`src/rtl/cmg_pkg.sv`:
```
package cmg_pkg;
  typedef enum logic [1:0] {
    PH_IDLE  = 2'd0,
    PH_MARK  = 2'd1,
    PH_SPACE = 2'd2
  } cmg_phase_e;
endpackage

```
`src/rtl/cmg_prescaler.sv`:
```
module cmg_prescaler #(
  parameter int DIV = 8
) (
  input  logic clk,
  input  logic rst_n,
  input  logic run,
  output logic tick
);
  generate
    if (DIV > 1) begin : g_div
      localparam int PW = $clog2(DIV);
      localparam logic [PW-1:0] LAST = PW'(DIV - 1);
      localparam logic [PW-1:0] ONE  = PW'(1);
      logic [PW-1:0] pcnt;

      always_ff @(posedge clk or negedge rst_n) begin
        if (!rst_n)            pcnt <= '0;
        else if (!run)         pcnt <= '0;
        else if (pcnt == LAST) pcnt <= '0;
        else                   pcnt <= pcnt + ONE;
      end

      assign tick = run && (pcnt == LAST);

      AST_TICK_SPACING: assert property (@(posedge clk) disable iff (!rst_n)
        tick |=> !tick);
    end else begin : g_nodiv
      assign tick = run;
    end
  endgenerate
endmodule

```
`src/rtl/cmg_period_ctr.sv`:
```
module cmg_period_ctr
  import cmg_pkg::*;
#(
  parameter int VAL_W = 16
) (
  input  logic             clk,
  input  logic             rst_n,
  input  logic             en,
  input  logic             tick,
  input  logic [VAL_W-1:0] mark_val,
  input  logic [VAL_W-1:0] space_val,
  output cmg_phase_e       phase,
  output logic             eoc_pulse
);
  localparam int CW = VAL_W + 1;
  localparam logic [CW-1:0] ONE = CW'(1);

  logic [CW-1:0]    cnt;
  logic [VAL_W-1:0] shadow;
  logic             end_phase;

  assign end_phase = tick && (cnt == '0);
  assign eoc_pulse = end_phase &&
                     ((phase == PH_SPACE) || ((phase == PH_MARK) && (shadow == '0)));

  always_ff @(posedge clk or negedge rst_n) begin
    if (!rst_n) begin
      phase  <= PH_IDLE;
      cnt    <= '0;
      shadow <= '0;
    end else if (phase == PH_IDLE) begin
      if (en) begin
        phase  <= PH_MARK;
        cnt    <= {1'b0, mark_val};
        shadow <= space_val;
      end
    end else if (tick) begin
      if (cnt != '0) begin
        cnt <= cnt - ONE;
      end else if (eoc_pulse) begin
        if (en) begin
          phase  <= PH_MARK;
          cnt    <= {1'b0, mark_val};
          shadow <= space_val;
        end else begin
          phase <= PH_IDLE;
          cnt   <= '0;
        end
      end else begin
        phase <= PH_SPACE;
        cnt   <= {1'b0, shadow} - ONE;
      end
    end
  end

  AST_SPACE_NONZERO: assert property (@(posedge clk) disable iff (!rst_n)
    (phase == PH_SPACE) |-> (shadow != '0));
  AST_HOLD_OFF_TICK: assert property (@(posedge clk) disable iff (!rst_n)
    ((phase != PH_IDLE) && !tick) |=> ($stable(cnt) && $stable(phase)));
  AST_STOP_AT_EOC: assert property (@(posedge clk) disable iff (!rst_n)
    ((phase != PH_IDLE) && !eoc_pulse) |=> (phase != PH_IDLE));
  AST_SHADOW_HELD: assert property (@(posedge clk) disable iff (!rst_n)
    ((phase != PH_IDLE) && !eoc_pulse) |=> $stable(shadow));
endmodule

```
`src/rtl/cmg_gate.sv`:
```
module cmg_gate
  import cmg_pkg::*;
(
  input  logic       clk,
  input  logic       rst_n,
  input  cmg_phase_e phase,
  input  logic       carrier_in,
  input  logic       baseband,
  input  logic       eoc_pulse,
  input  logic       eoc_clr,
  input  logic       eoc_ie,
  output logic       mod_out,
  output logic       eoc_flag,
  output logic       irq
);
  always_comb begin
    mod_out = 1'b0;
    if (phase == PH_MARK) mod_out = baseband ? 1'b1 : carrier_in;
  end

  always_ff @(posedge clk or negedge rst_n) begin
    if (!rst_n)         eoc_flag <= 1'b0;
    else if (eoc_pulse) eoc_flag <= 1'b1;
    else if (eoc_clr)   eoc_flag <= 1'b0;
  end

  assign irq = eoc_flag && eoc_ie;

  AST_FLAG_SET: assert property (@(posedge clk) disable iff (!rst_n)
    eoc_pulse |=> eoc_flag);
  AST_FLAG_CLEAR: assert property (@(posedge clk) disable iff (!rst_n)
    (eoc_clr && !eoc_pulse) |=> !eoc_flag);
  AST_FLAG_STICKY: assert property (@(posedge clk) disable iff (!rst_n)
    (eoc_flag && !eoc_clr) |=> eoc_flag);
endmodule

```
`src/rtl/carrier_modulator.sv`:
```
module carrier_modulator
  import cmg_pkg::*;
#(
  parameter int VAL_W = 16,
  parameter int DIV   = 8
) (
  input  logic             clk,
  input  logic             rst_n,
  input  logic             en,
  input  logic             baseband,
  input  logic             carrier_in,
  input  logic [VAL_W-1:0] mark_val,
  input  logic [VAL_W-1:0] space_val,
  input  logic             eoc_ie,
  input  logic             eoc_clr,
  output logic             mod_out,
  output logic             eoc_flag,
  output logic             irq
);
  cmg_phase_e phase;
  logic       tick;
  logic       eoc_pulse;

  cmg_prescaler #(.DIV(DIV)) u_presc (
    .clk   (clk),
    .rst_n (rst_n),
    .run   (phase != PH_IDLE),
    .tick  (tick)
  );

  cmg_period_ctr #(.VAL_W(VAL_W)) u_ctr (
    .clk       (clk),
    .rst_n     (rst_n),
    .en        (en),
    .tick      (tick),
    .mark_val  (mark_val),
    .space_val (space_val),
    .phase     (phase),
    .eoc_pulse (eoc_pulse)
  );

  cmg_gate u_gate (
    .clk        (clk),
    .rst_n      (rst_n),
    .phase      (phase),
    .carrier_in (carrier_in),
    .baseband   (baseband),
    .eoc_pulse  (eoc_pulse),
    .eoc_clr    (eoc_clr),
    .eoc_ie     (eoc_ie),
    .mod_out    (mod_out),
    .eoc_flag   (eoc_flag),
    .irq        (irq)
  );

  AST_EOC_ON_TICK: assert property (@(posedge clk) disable iff (!rst_n)
    eoc_pulse |-> tick);
  AST_IDLE_QUIET: assert property (@(posedge clk) disable iff (!rst_n)
    (phase == PH_IDLE) |-> !mod_out);
endmodule

```
`config.mk`:
```
export PLATFORM = sky130hd
export DESIGN_NAME = carrier_modulator
export DESIGN_NICKNAME = d
export VERILOG_FILES = /design/src/rtl/cmg_pkg.sv /design/src/rtl/cmg_prescaler.sv /design/src/rtl/cmg_period_ctr.sv /design/src/rtl/cmg_gate.sv /design/src/rtl/carrier_modulator.sv
export SDC_FILE = /design/constraint.sdc
export NUM_CORES = 1
export LEC_CHECK = 0
export BUFFER_PORTS_ARGS = -buffer_cell sky130_fd_sc_hd__buf_2
export CORE_ASPECT_RATIO = 0.8
export CORE_MARGIN = 1
export CORE_UTILIZATION = 50
export CTS_CLUSTER_SIZE = 12
export DETAILED_ROUTE_END_ITERATION = 6
export PLACE_DENSITY = 0.72
export SLEW_MARGIN = 20
export SYNTH_ARGS = -nofsm -noshare
export SYNTH_HDL_FRONTEND = slang
export SYNTH_SLANG_ARGS = --single-unit
export TNS_END_PERCENT = 20
```
`constraint.sdc`:
```
create_clock -name clk -period 5.6 [get_ports clk]
set_clock_uncertainty 0.15 [all_clocks]
set_input_delay 1.4 -clock clk [delete_from_list [all_inputs] [get_ports clk]]
set_output_delay 1.4 -clock clk [all_outputs]
set_load 0.01 [all_outputs]
```
==> flow_results.xml, run 1 <==
<?xml version="1.0" encoding="UTF-8"?>
<metrics>
  <group name="placed_design">
    <metric name="dp.final_hpwl" unit="mm">5.00</metric>
    <metric name="placement.io_buffers" unit="">41</metric>
    <metric name="dp.cells" unit="">371</metric>
    <metric name="finalWeightedCongestion" unit="">0.904</metric>
  </group>
  <group name="global_routing">
    <metric name="grt-ovfl-total" unit="">0</metric>
    <metric name="grt.met3_usage" unit="%">5.38</metric>
    <metric name="maximum_number_of_pins_on_one_net_before_global_route_repair" unit="">40</metric>
    <metric name="grtUsageTotal" unit="%">25.1</metric>
    <metric name="first_global_vias" unit="">2145</metric>
    <metric name="use_met1" unit="%">37.2</metric>
    <metric name="top_usage_layer" unit="">met1</metric>
    <metric name="grt_pass1_wl" unit="mm">10.9</metric>
    <metric name="use_met2" unit="%">36.7</metric>
    <metric name="grt_antenna_before_repair" unit="">0</metric>
  </group>
  <group name="logic_synthesis">
    <metric name="postSynthCellCount" unit="">278</metric>
    <metric name="synth_edf_count" unit="">0</metric>
    <metric name="yosysWarningCount" unit="">0</metric>
    <metric name="cell_area_after_synthesis" unit="sq mm">0.00265</metric>
    <metric name="ys_async_sr_fraction" unit="%">100</metric>
    <metric name="synth.net_count" unit="">323</metric>
    <metric name="ffs_latches_synth" unit="">39</metric>
    <metric name="postSynthAreaPerCell" unit="sq um">9.55</metric>
    <metric name="netlist-cell-type-count" unit="">64</metric>
    <metric name="synth-seq-area-share" unit="%">36.8</metric>
    <metric name="synth-main-ff-cell" unit="">dfrtp_1</metric>
  </group>
  <group name="floorplanning">
    <metric name="die_y" unit="um">67.2</metric>
    <metric name="dieWidth" unit="um">83.5</metric>
    <metric name="placeableCoreArea" unit="sq mm">0.00506</metric>
    <metric name="design.die.area" unit="sq mm">0.00560</metric>
    <metric name="initial_core_util" unit="%">52.4</metric>
    <metric name="floorplan.io_pins" unit="">42</metric>
    <metric name="row_count" unit="">23</metric>
  </group>
  <group name="final_layout">
    <metric name="drive_gt1_share" unit="%">23.3</metric>
    <metric name="finish.net_count" unit="">361</metric>
    <metric name="filler_cell_count" unit="">453</metric>
    <metric name="final-instance-count-excl-fill" unit="">379</metric>
    <metric name="register_area" unit="sq um">976</metric>
    <metric name="multiInputGateArea" unit="sq mm">0.00158</metric>
    <metric name="diodes" unit="">0</metric>
    <metric name="layout-area-overhead-vs-synth" unit="%">13.0</metric>
  </group>
  <group name="sta">
    <metric name="maxSlewHeadroom" unit="%">41.3</metric>
    <metric name="achievable-frequency" unit="GHz">0.303</metric>
    <metric name="finalCritPeriodShare" unit="%">59.0</metric>
    <metric name="setup_viol" unit="">0</metric>
    <metric name="hold_viol" unit="">0</metric>
    <metric name="report.final.slew_viol_count" unit="">0</metric>
    <metric name="worst_pin_slew" unit="ns">0.881</metric>
    <metric name="fin_tns_setup" unit="ns">0</metric>
    <metric name="final.min_clock_period" unit="ns">3.30</metric>
    <metric name="rsz0062_at_grt" unit="">false</metric>
  </group>
  <group name="power">
    <metric name="pwr_density_cell" unit="mW/mm^2">194</metric>
    <metric name="power_switching_share" unit="%">27.2</metric>
    <metric name="relative_contribution_of_sequential_cells_to_total_power" unit="%">52.3</metric>
    <metric name="power.leakage" unit="nW">1.27</metric>
    <metric name="worst_voltage_drop_across_the_vdd_grid" unit="mV">0.149</metric>
    <metric name="p_int" unit="W">0.000423</metric>
    <metric name="p_clk_share" unit="%">36.2</metric>
    <metric name="power.switching" unit="W">0.000158</metric>
    <metric name="p_comb_share" unit="%">11.5</metric>
  </group>
  <group name="clocking">
    <metric name="cts_buffer_depth" unit="">2</metric>
    <metric name="cts.clk_slew.worst_paths" unit="ns">0.07</metric>
    <metric name="clk-insertion-delay-late" unit="ns">0.30</metric>
    <metric name="cts_resized" unit="">0</metric>
    <metric name="clock-sinks" unit="">39</metric>
    <metric name="clock_buffer_count_from_cts" unit="">5</metric>
    <metric name="cts_hold_buf" unit="">0</metric>
    <metric name="cts.root.buffer_cell" unit="">clkbuf_8</metric>
    <metric name="h-tree-depth" unit="">2</metric>
    <metric name="cts_tree" unit="">built</metric>
    <metric name="post-cts-setup-buffer-count" unit="">0</metric>
  </group>
  <group name="worst_setup_path">
    <metric name="worst-endpoint-required" unit="ns">4.05</metric>
    <metric name="timing.critical_path.arrival" unit="ns">1.75</metric>
    <metric name="setup.worst_path.end_class" unit="">output port</metric>
    <metric name="crit_fanout" unit="">1</metric>
    <metric name="crit_type" unit="">in -&gt; out</metric>
    <metric name="critical_path.startpoint_type" unit="">input pin</metric>
  </group>
  <group name="drt">
    <metric name="drt-wirelength-per-cell" unit="um">17.8</metric>
    <metric name="drt_pre_antenna_iters" unit="">5</metric>
    <metric name="final_antenna_net_count" unit="">0</metric>
    <metric name="wl" unit="mm">6.76</metric>
    <metric name="remaining_drc_errors" unit="">0</metric>
    <metric name="drt_iter0_markers" unit="">345</metric>
    <metric name="routed_via_density" unit="">6.39</metric>
    <metric name="via_count" unit="">2420</metric>
  </group>
  <group name="status">
    <metric name="result_of_the_run" unit="">finished clean</metric>
  </group>
  <group name="job">
    <metric name="timing.max_cap.violations" unit="">0</metric>
  </group>
  <group name="hold_path">
    <metric name="min_path_type" unit="">reg -&gt; reg</metric>
  </group>
</metrics>
## Yosys cell counts (2+ instances only)
| master | number | area [sq um] |
|---|---|---|
| a21oi_1 | 7 | 35.0 |
| nand4_1 | 7 | 43.8 |
| or3b_2 | 2 | 17.5 |
| a222oi_1 | 3 | 30.0 |
| a21o_2 | 2 | 17.5 |
| xnor2_1 | 8 | 70.1 |
| dfrtp_1 | 39 | 976 |
| o211a_1 | 2 | 20.0 |
| nor4_1 | 10 | 62.6 |
| o211ai_1 | 2 | 15.0 |
| or4b_1 | 2 | 20.0 |
| nand2_1 | 24 | 90.1 |
| nand2b_1 | 2 | 12.5 |
| nand3_1 | 3 | 15.0 |
| clkbuf_1 | 6 | 22.5 |
| o31ai_1 | 2 | 15.0 |
| o21a_1 | 2 | 15.0 |
| inv_1 | 11 | 41.3 |
| a31o_2 | 3 | 26.3 |
| o221ai_1 | 6 | 52.6 |
| o22ai_1 | 5 | 31.3 |
| nor2b_1 | 3 | 18.8 |
| o21ai_0 | 9 | 45.0 |
| mux2i_1 | 2 | 20.0 |
| nor3_1 | 8 | 40.0 |
| xor2_1 | 7 | 61.3 |
| mux2_2 | 3 | 33.8 |
| buf_2 | 5 | 25.0 |
| or4_4 | 3 | 33.8 |
| o21ai_1 | 2 | 10.0 |
| nor2_1 | 18 | 67.6 |
| nor3b_1 | 3 | 22.5 |
| a221o_1 | 2 | 20.0 |
| a211oi_1 | 2 | 15.0 |
| mux2_1 | 19 | 214 |
| ha_1 | 6 | 75.1 |
| o31a_1 | 2 | 17.5 |
| a31oi_1 | 5 | 31.3 |
| and3_1 | 2 | 12.5 |
| or3_1 | 5 | 31.3 |
## worst max-delay path, stage by stage
cell	delay (ns)
buf_2	0.09
nor2_1	0.09
nor2_1	0.04
buf_2	0.13
## per-stage QoR
step / setup slack [ns] / hold slack (ns) / total power [W] / util (%) / cell area [sq um]
floorplan: 2.47 / 0.265 / 0.000343 / - / 2650
global placement: 2.22 / 0.283 / 0.000374 / 57.2 / 2900
detailed placement: 2.27 / 0.280 / 0.000376 / 57.2 / 2900
CTS: 2.29 / 0.290 / 0.000587 / 59.2 / 3000
global route: 2.23 / 0.328 / 0.000603 / 59.2 / 3000
finish: 2.30 / 0.290 / 0.000582 / 59.2 / 3000
## layer usage
layer | share of wire [%] | wire length [um] | vias up
met5 | 0 | 0 | -
met4 | 1.5 | 99 | 0
met3 | 8.2 | 554 | 13
met2 | 43 | 2880 | 117
met1 | 48 | 3220 | 1150
li1 | - | - | 1140
## layout by cell type (no fill, tap or decap), types with 4 or more instances in the layout
master / Yosys / final
clkbuf_8: 0 / 6
a31oi_1: 5 / 4
xnor2_1: 8 / 8
mux2_1: 19 / 19
nor4_1: 10 / 10
nand2_1: 24 / 24
ha_1: 6 / 6
nor3_1: 8 / 8
nor2_1: 18 / 18
or3_1: 5 / 5
xor2_1: 7 / 7
dfrtp_1: 39 / 39
o22ai_1: 5 / 5
nand4_1: 7 / 7
inv_1: 11 / 11
o221ai_1: 6 / 6
a21oi_1: 7 / 7
o21ai_0: 9 / 9
buf_2: 5 / 41
## final timing paths
| kind | startpoint | to | cells past startpoint | slack, ns |
|---|---|---|---|---|
| setup / recovery | baseband | mod_out | 4 | 2.30 |
| hold / removal | u_presc.g_div.pcnt[0] | u_presc.g_div.pcnt[0] | 1 | 0.29 |
| setup reg to reg | u_ctr.cnt[0] | u_ctr.cnt[2] | 7 | 2.46 |
| hold reg to reg | u_presc.g_div.pcnt[0] | u_presc.g_div.pcnt[0] | 1 | 0.29 |
| max in group asynchronous | rst_n | u_ctr.cnt[14] | 1 | 3.68 |
| min in group asynchronous | rst_n | u_ctr.shadow[7] | 1 | 1.07 |
## flip-flops by register name, indices dropped and copies added (netlist names)
| register | cells |
|---|---|
| u_ctr.cnt | 17 |
| u_ctr.shadow | 16 |
| u_presc.g_div.pcnt | 3 |
| u_ctr.phase | 2 |
| u_gate.eoc_flag | 1 |
## area by class of cell
cell class                      count  share of cell area [%]
Clock buffer                        6                    2.75
Clock inverter                      2                   0.543
Inverter                           11                    1.38
Multi-Input combinational cell    215                    52.6
Sequential cell                    39                    32.6
Tap cell                           62                    2.59
Timing Repair Buffer               44                    7.60
## cells by family after synthesis
group,synth area share [%]
compound gates,18.2
xor+xnor,4.95
fa+ha+maj,2.83
buf+inv,4.05
flops,36.8
mux,10.1
simple gates,23.1
## power by group through the flow
stage	sequential (W)	combinational (W)	clock, W
final	0.000304	0.0000668	0.000211
after CTS	0.000304	0.0000670	0.000216
after global routing	0.000306	0.0000743	0.000223
after global placement	0.000309	0.0000657	0
after detailed placement	0.000309	0.0000666	0
after floorplan	0.000306	0.0000371	0
Note: power is estimated with default switching activity, not from simulation.
==> run 2: changes to the inputs <==
PLACE_DENSITY = 0.75   (was 0.72)
clock period = 3 ns   (was 5.6 ns; I/O delays follow)
==> run 2 against run 1 <==
Against the previous run: non-clock buffer count is 12 higher; sequential share of layout area is 0.87 points lower; routed wire length is 2.7% higher; total power is 81% higher; global-route usage is 1.1 points higher; cell area is 2.8% higher; die area stayed put; worst hold slack better by 0.0020 ns; final cell count is 2.9% higher; sequential power is 87% higher; clock power is 69% higher; critical endpoint is now u_ctr.cnt[2]; largest cell class unchanged; largest power group unchanged.
==> flow_results.xml, run 2 (synthesis gave the netlist of run 1 again) <==
<?xml version="1.0" encoding="UTF-8"?>
<metrics>
  <group name="status">
    <metric name="result_of_the_run" unit="">finished clean</metric>
  </group>
  <group name="drt">
    <metric name="drt-wirelength-per-cell" unit="um">17.8</metric>
    <metric name="final_antenna_net_count" unit="">0</metric>
    <metric name="remaining_drc_errors" unit="">0</metric>
    <metric name="routed_via_density" unit="">6.24</metric>
    <metric name="wl" unit="mm">6.94</metric>
    <metric name="drt_iter0_markers" unit="">276</metric>
    <metric name="drt_pre_antenna_iters" unit="">5</metric>
    <metric name="via_count" unit="">2435</metric>
  </group>
  <group name="clocking">
    <metric name="cts.clk_slew.worst_paths" unit="ns">0.08</metric>
    <metric name="clock_buffer_count_from_cts" unit="">5</metric>
    <metric name="post-cts-setup-buffer-count" unit="">0</metric>
    <metric name="clock-sinks" unit="">39</metric>
    <metric name="cts_hold_buf" unit="">0</metric>
    <metric name="clk-insertion-delay-late" unit="ns">0.30</metric>
    <metric name="cts_tree" unit="">built</metric>
    <metric name="h-tree-depth" unit="">2</metric>
    <metric name="cts_buffer_depth" unit="">2</metric>
    <metric name="cts_resized" unit="">0</metric>
    <metric name="cts.root.buffer_cell" unit="">clkbuf_8</metric>
  </group>
  <group name="sta">
    <metric name="hold_viol" unit="">0</metric>
    <metric name="maxSlewHeadroom" unit="%">41.1</metric>
    <metric name="rsz0062_at_grt" unit="">false</metric>
    <metric name="achievable-frequency" unit="GHz">0.386</metric>
    <metric name="report.final.slew_viol_count" unit="">0</metric>
    <metric name="timing.hold.ws" unit="ns">0.292</metric>
    <metric name="finalCritPeriodShare" unit="%">86.3</metric>
    <metric name="fin_tns_setup" unit="ns">0</metric>
    <metric name="final.min_clock_period" unit="ns">2.59</metric>
    <metric name="setup_viol" unit="">0</metric>
    <metric name="worst_pin_slew" unit="ns">0.883</metric>
  </group>
  <group name="worst_setup_path">
    <metric name="crit_fanout" unit="">7</metric>
    <metric name="timing.critical_path.arrival" unit="ns">2.60</metric>
    <metric name="rr_worst_depth" unit="">7</metric>
    <metric name="ff2ff_setup_slack" unit="ns">0.41</metric>
    <metric name="worstReg2RegStart" unit="">u_ctr.cnt[0]</metric>
    <metric name="critical_path.startpoint_type" unit="">flip-flop</metric>
    <metric name="r2r_end" unit="">u_ctr.cnt[2]</metric>
    <metric name="setup.worst_path.end_class" unit="">flip-flop</metric>
    <metric name="worst-endpoint-required" unit="ns">3.01</metric>
    <metric name="crit_type" unit="">reg -&gt; reg</metric>
  </group>
  <group name="hold_path">
    <metric name="timing.hold.worst_path_depth" unit="">1</metric>
    <metric name="min_path_type" unit="">reg -&gt; reg</metric>
    <metric name="hold_path.startpoint" unit="">u_presc.g_div.pcnt[0]</metric>
    <metric name="worstHoldEndpoint" unit="">u_presc.g_div.pcnt[0]</metric>
  </group>
  <group name="global_routing">
    <metric name="maximum_number_of_pins_on_one_net_before_global_route_repair" unit="">40</metric>
    <metric name="grt-ovfl-total" unit="">0</metric>
    <metric name="grtUsageTotal" unit="%">26.3</metric>
    <metric name="grt_antenna_before_repair" unit="">0</metric>
    <metric name="first_global_vias" unit="">2304</metric>
    <metric name="grt_pass1_wl" unit="mm">11.4</metric>
  </group>
  <group name="floorplanning">
    <metric name="initial_core_util" unit="%">52.4</metric>
    <metric name="row_count" unit="">23</metric>
    <metric name="placeableCoreArea" unit="sq mm">0.00506</metric>
    <metric name="die_y" unit="um">67.2</metric>
    <metric name="design.die.area" unit="sq mm">0.00560</metric>
    <metric name="floorplan.io_pins" unit="">42</metric>
    <metric name="dieWidth" unit="um">83.5</metric>
  </group>
  <group name="power">
    <metric name="p_comb_share" unit="%">12.4</metric>
    <metric name="pwr_density_cell" unit="mW/mm^2">343</metric>
    <metric name="power.leakage" unit="nW">1.33</metric>
    <metric name="power.switching" unit="W">0.000290</metric>
    <metric name="p_int" unit="W">0.000765</metric>
    <metric name="p_clk_share" unit="%">33.8</metric>
    <metric name="worst_voltage_drop_across_the_vdd_grid" unit="mV">0.280</metric>
    <metric name="relative_contribution_of_sequential_cells_to_total_power" unit="%">53.8</metric>
    <metric name="power_switching_share" unit="%">27.5</metric>
  </group>
  <group name="job">
    <metric name="timing.max_cap.violations" unit="">0</metric>
  </group>
  <group name="final_layout">
    <metric name="finish.net_count" unit="">373</metric>
    <metric name="multiInputGateArea" unit="sq mm">0.00159</metric>
    <metric name="layout-area-overhead-vs-synth" unit="%">16.1</metric>
    <metric name="max_flop_register" unit="">u_ctr.cnt</metric>
    <metric name="drive_gt1_share" unit="%">25.9</metric>
    <metric name="layout.cells.most_common" unit="">buf_2</metric>
    <metric name="reg.largest.list" unit="">u_ctr.cnt: 17 flops, u_ctr.shadow: 16 flops, u_presc.g_div.pcnt: 3 flops</metric>
    <metric name="filler_cell_count" unit="">473</metric>
    <metric name="register_area" unit="sq um">976</metric>
    <metric name="diodes" unit="">0</metric>
    <metric name="largest_register_ffs" unit="">17</metric>
    <metric name="layout_common_cells" unit="">buf_2, dfrtp_1, nand2_1</metric>
  </group>
  <group name="placed_design">
    <metric name="placement.io_buffers" unit="">41</metric>
    <metric name="finalWeightedCongestion" unit="">0.905</metric>
    <metric name="dp.final_hpwl" unit="mm">5.15</metric>
  </group>
</metrics>
run 2: metrics by stage:
stage | instances | util, % | instance area [sq um] | power [W] | setup WS (ns)
global placement | 383 | 59.0 | 2990 | 0.000704 | 0.202
finish | 390 | 60.8 | 3080 | 0.00106 | 0.411
floorplan | 278 | - | 2650 | 0.000640 | 0.650
global route | 390 | 60.8 | 3080 | 0.00110 | 0.0979
detailed placement | 383 | 59.2 | 3000 | 0.000709 | 0.421
CTS | 390 | 60.8 | 3080 | 0.00106 | 0.418
run 2: power by group through the flow:
stage	clock [W]	sequential, W	combinational [W]
2_1_floorplan	0	0.000571	0.0000692
3_3_place_gp	0	0.000577	0.000127
3_5_place_dp	0	0.000578	0.000131
4_1_cts	0.000365	0.000567	0.000132
6_report	0.000356	0.000568	0.000131
5_1_grt	0.000381	0.000571	0.000145
run 2: cell type report:
cell class / instances / area share (%)
flip-flops and latches: 39 / 31.7
multi-input cells: 215 / 51.5
repair buffers: 56 / 10.3
inverters: 11 / 1.34
clock buffers: 5 / 2.23
well taps: 62 / 2.52
clock inverters: 2 / 0.447
run 2: layer usage:
layer | GRT usage, % | part of all wire (%) | vias up | wire length, um
li1 | - | - | 1160 | -
met1 | 37.2 | 47 | 1156 | 3240
met2 | 40.8 | 44 | 111 | 3030
met3 | 6.48 | 8.8 | 8 | 607
met4 | 6.57 | 0.88 | 0 | 61
met5 | 0 | 0 | - | 0
run 2: critical path, stage by stage (launching register included):
cell and delay, ns:
dfrtp_1 0.44, inv_1 0.10, ha_1 0.15, nor4b_1 0.36, and4b_1 0.44, nor2_1 0.20
and3_1 0.22, a2111oi_0 0.38
run 2: worst max-delay path by stage:
stage | from | end | slack (ns) | cells past startpoint
floorplan | u_ctr.cnt[14] | u_ctr.shadow[10] | 0.65 | 6
global placement | en | u_ctr.shadow[4] | 0.20 | 5
detailed placement | u_ctr.cnt[0] | u_ctr.cnt[2] | 0.42 | 7
CTS | u_ctr.cnt[0] | u_ctr.cnt[2] | 0.42 | 7
global route | u_ctr.cnt[0] | u_ctr.cnt[2] | 0.1 | 7
finish | u_ctr.cnt[0] | u_ctr.cnt[2] | 0.41 | 7
==> run 3: changes to the inputs <==
CORE_UTILIZATION = 35   (was 50)
PLACE_DENSITY = default   (was 0.75)
==> run 3 against run 2 <==
Against the previous run: core utilization down 19 points; clock power up 11%; global-route usage down 6.7 points; die area up 42%; count of clock-buffer cells in the layout up 1; largest power group unchanged; highest routed layer unchanged.
==> flow_results.xml, run 3 (synthesis gave the netlist of run 1 again) <==
<?xml version="1.0" encoding="UTF-8"?>
<metrics>
  <group name="status">
    <metric name="result_of_the_run" unit="">finished clean</metric>
  </group>
  <group name="power">
    <metric name="power_switching_share" unit="%">27.5</metric>
    <metric name="power.switching" unit="W">0.000300</metric>
    <metric name="power.leakage" unit="nW">1.32</metric>
    <metric name="p_int" unit="W">0.000792</metric>
    <metric name="relative_contribution_of_sequential_cells_to_total_power" unit="%">52.0</metric>
    <metric name="p_comb_share" unit="%">11.9</metric>
    <metric name="p_clk_share" unit="%">36.1</metric>
    <metric name="pwr_density_cell" unit="mW/mm^2">353</metric>
    <metric name="worst_voltage_drop_across_the_vdd_grid" unit="mV">0.241</metric>
  </group>
  <group name="drt">
    <metric name="final_antenna_net_count" unit="">0</metric>
    <metric name="drt_iter0_markers" unit="">184</metric>
    <metric name="via_count" unit="">2413</metric>
    <metric name="wl" unit="mm">7.29</metric>
    <metric name="routed_via_density" unit="">5.81</metric>
    <metric name="remaining_drc_errors" unit="">0</metric>
    <metric name="drt-wirelength-per-cell" unit="um">17.6</metric>
    <metric name="drt_pre_antenna_iters" unit="">5</metric>
  </group>
  <group name="worst_setup_path">
    <metric name="crit_path_top_delay_cell" unit="">dfrtp_1</metric>
    <metric name="ff2ff_setup_slack" unit="ns">0.38</metric>
    <metric name="worstReg2RegStart" unit="">u_ctr.cnt[0]</metric>
    <metric name="crit_type" unit="">reg -&gt; reg</metric>
    <metric name="critical_path.startpoint_type" unit="">flip-flop</metric>
    <metric name="worst_path_dominant_cell_family" unit="">simple AND/OR/NAND/NOR gates</metric>
    <metric name="critPathLaunch" unit="">u_ctr.cnt[0]</metric>
    <metric name="setup.worst_path.end_class" unit="">flip-flop</metric>
    <metric name="slowest_delay" unit="ns">0.47</metric>
    <metric name="r2r_end" unit="">u_ctr.cnt[14]</metric>
    <metric name="timing.critical_path.arrival" unit="ns">2.65</metric>
    <metric name="worst_path_bufs_invs" unit="">2</metric>
    <metric name="rr_worst_depth" unit="">8</metric>
    <metric name="worst-endpoint-required" unit="ns">3.03</metric>
    <metric name="critical_path.cell_chain" unit="">inv_1 &gt; ha_1 &gt; nor4b_1 &gt; and4b_1 &gt; nand2_1 &gt; buf_4 &gt; o32ai_1 &gt; a21oi_1</metric>
    <metric name="crit_fanout" unit="">7</metric>
  </group>
  <group name="final_layout">
    <metric name="layout_common_cells" unit="">buf_2, dfrtp_1, nand2_1</metric>
    <metric name="diodes" unit="">0</metric>
    <metric name="filler_cell_count" unit="">745</metric>
    <metric name="layout.cells.most_common" unit="">buf_2</metric>
    <metric name="finish.net_count" unit="">369</metric>
    <metric name="reg.largest.list" unit="">u_ctr.cnt: 17 flops, u_ctr.shadow: 16 flops, u_presc.g_div.pcnt: 3 flops</metric>
    <metric name="max_flop_register" unit="">u_ctr.cnt</metric>
    <metric name="drive_gt1_share" unit="%">25.2</metric>
    <metric name="layout-area-overhead-vs-synth" unit="%">16.5</metric>
    <metric name="largest_register_ffs" unit="">17</metric>
    <metric name="layout.core_utilization" unit="%">42.0</metric>
  </group>
  <group name="job">
    <metric name="timing.max_cap.violations" unit="">0</metric>
  </group>
  <group name="sta">
    <metric name="maxSlewHeadroom" unit="%">39.5</metric>
    <metric name="report.final.slew_viol_count" unit="">0</metric>
    <metric name="hold_viol" unit="">0</metric>
    <metric name="setup_viol" unit="">0</metric>
    <metric name="rsz0062_at_grt" unit="">false</metric>
    <metric name="final.min_clock_period" unit="ns">2.62</metric>
    <metric name="fin_tns_setup" unit="ns">0</metric>
    <metric name="worst_pin_slew" unit="ns">0.907</metric>
    <metric name="achievable-frequency" unit="GHz">0.382</metric>
    <metric name="finalCritPeriodShare" unit="%">87.4</metric>
  </group>
  <group name="clocking">
    <metric name="cts_hold_buf" unit="">0</metric>
    <metric name="cts.clk_slew.worst_paths" unit="ns">0.09</metric>
    <metric name="cts_tree" unit="">built</metric>
    <metric name="post-cts-setup-buffer-count" unit="">0</metric>
    <metric name="h-tree-depth" unit="">2</metric>
    <metric name="clock_buffer_count_from_cts" unit="">5</metric>
    <metric name="clk-insertion-delay-late" unit="ns">0.30</metric>
    <metric name="cts_buffer_depth" unit="">2</metric>
    <metric name="cts_resized" unit="">0</metric>
    <metric name="cts.root.buffer_cell" unit="">clkbuf_8</metric>
    <metric name="clock-sinks" unit="">39</metric>
  </group>
  <group name="global_routing">
    <metric name="maximum_number_of_pins_on_one_net_before_global_route_repair" unit="">40</metric>
    <metric name="grt-ovfl-total" unit="">0</metric>
    <metric name="grt_pass1_wl" unit="mm">11.9</metric>
    <metric name="grt_antenna_before_repair" unit="">0</metric>
    <metric name="grtUsageTotal" unit="%">19.6</metric>
    <metric name="first_global_vias" unit="">2298</metric>
  </group>
  <group name="floorplanning">
    <metric name="design.die.area" unit="sq mm">0.00794</metric>
    <metric name="die_y" unit="um">79.9</metric>
    <metric name="floorplan.io_pins" unit="">42</metric>
    <metric name="dieWidth" unit="um">99.4</metric>
    <metric name="placeableCoreArea" unit="sq mm">0.00736</metric>
    <metric name="row_count" unit="">28</metric>
    <metric name="initial_core_util" unit="%">36.1</metric>
  </group>
  <group name="hold_path">
    <metric name="timing.hold.worst_path_depth" unit="">1</metric>
    <metric name="worstHoldEndpoint" unit="">u_presc.g_div.pcnt[0]</metric>
    <metric name="hold_path.startpoint" unit="">u_presc.g_div.pcnt[0]</metric>
    <metric name="min_path_type" unit="">reg -&gt; reg</metric>
  </group>
  <group name="placed_design">
    <metric name="dp.final_hpwl" unit="mm">5.48</metric>
    <metric name="finalWeightedCongestion" unit="">0.879</metric>
    <metric name="placement.io_buffers" unit="">41</metric>
  </group>
</metrics>
[run 3: cell types whose count changed in the layout (fill, tap and decap cells not counted)]
cell      delta
a31oi_2      +1
a31oi_4      -1
buf_4        -4
clkbuf_8     +1
clkinv_4     -1
inv_6        +1
o21ai_0      -1
o21ai_1      +1
[run 3: per-stage QoR]
stage               cell area, sq um  instances  total power [W]  hold WS [ns]  setup slack (ns)
floorplan                       2650        278         0.000640         0.265             0.650
global placement                2990        407         0.000706         0.275             0.302
detailed placement              2990        407         0.000708         0.295             0.292
CTS                             3090        415          0.00111         0.308             0.404
global route                    3090        415          0.00114         0.338             0.186
finish                          3090        415          0.00109         0.304             0.379
[run 3: worst max-delay path by stage]
stage	to	slack, ns	cells past startpoint
final	u_ctr.cnt[14]	0.38	8
after global routing	u_ctr.cnt[2]	0.19	7
after CTS	u_ctr.cnt[14]	0.40	8
after detailed placement	u_ctr.cnt[9]	0.29	6
after global placement	u_ctr.cnt[3]	0.30	6
after floorplan	u_ctr.shadow[10]	0.65	6
[run 3: final cells by class]
type                       count  area, sq um  share of cell area (%)
timing repair buffer          52          288                    9.31
clock inverter                 2         13.8                   0.445
sequential                    39          976                    31.6
tap                           90          113                    3.64
clock buffer                   6         82.6                    2.67
inverter                      11         41.3                    1.34
multi-input combinational    215         1580                    51.0
[run 3: power by group through the flow]
stage	logic (W)	clock network [W]	registers, W
2_1_floorplan	0.0000692	0	0.000571
3_5_place_dp	0.000131	0	0.000577
4_1_cts	0.000131	0.000409	0.000567
6_report	0.000130	0.000395	0.000567
3_3_place_gp	0.000129	0	0.000577
5_1_grt	0.000145	0.000427	0.000571
[run 3: metal layers]
layer / GRT usage, % / wire (um) / vias to the layer above
met4: 5.29 / 91 / 0
li1: - / - / 1156
met5: 0 / 0 / -
met2: 28.7 / 3100 / 84
met1: 29.2 / 3640 / 1163
met3: 3.50 / 451 / 10
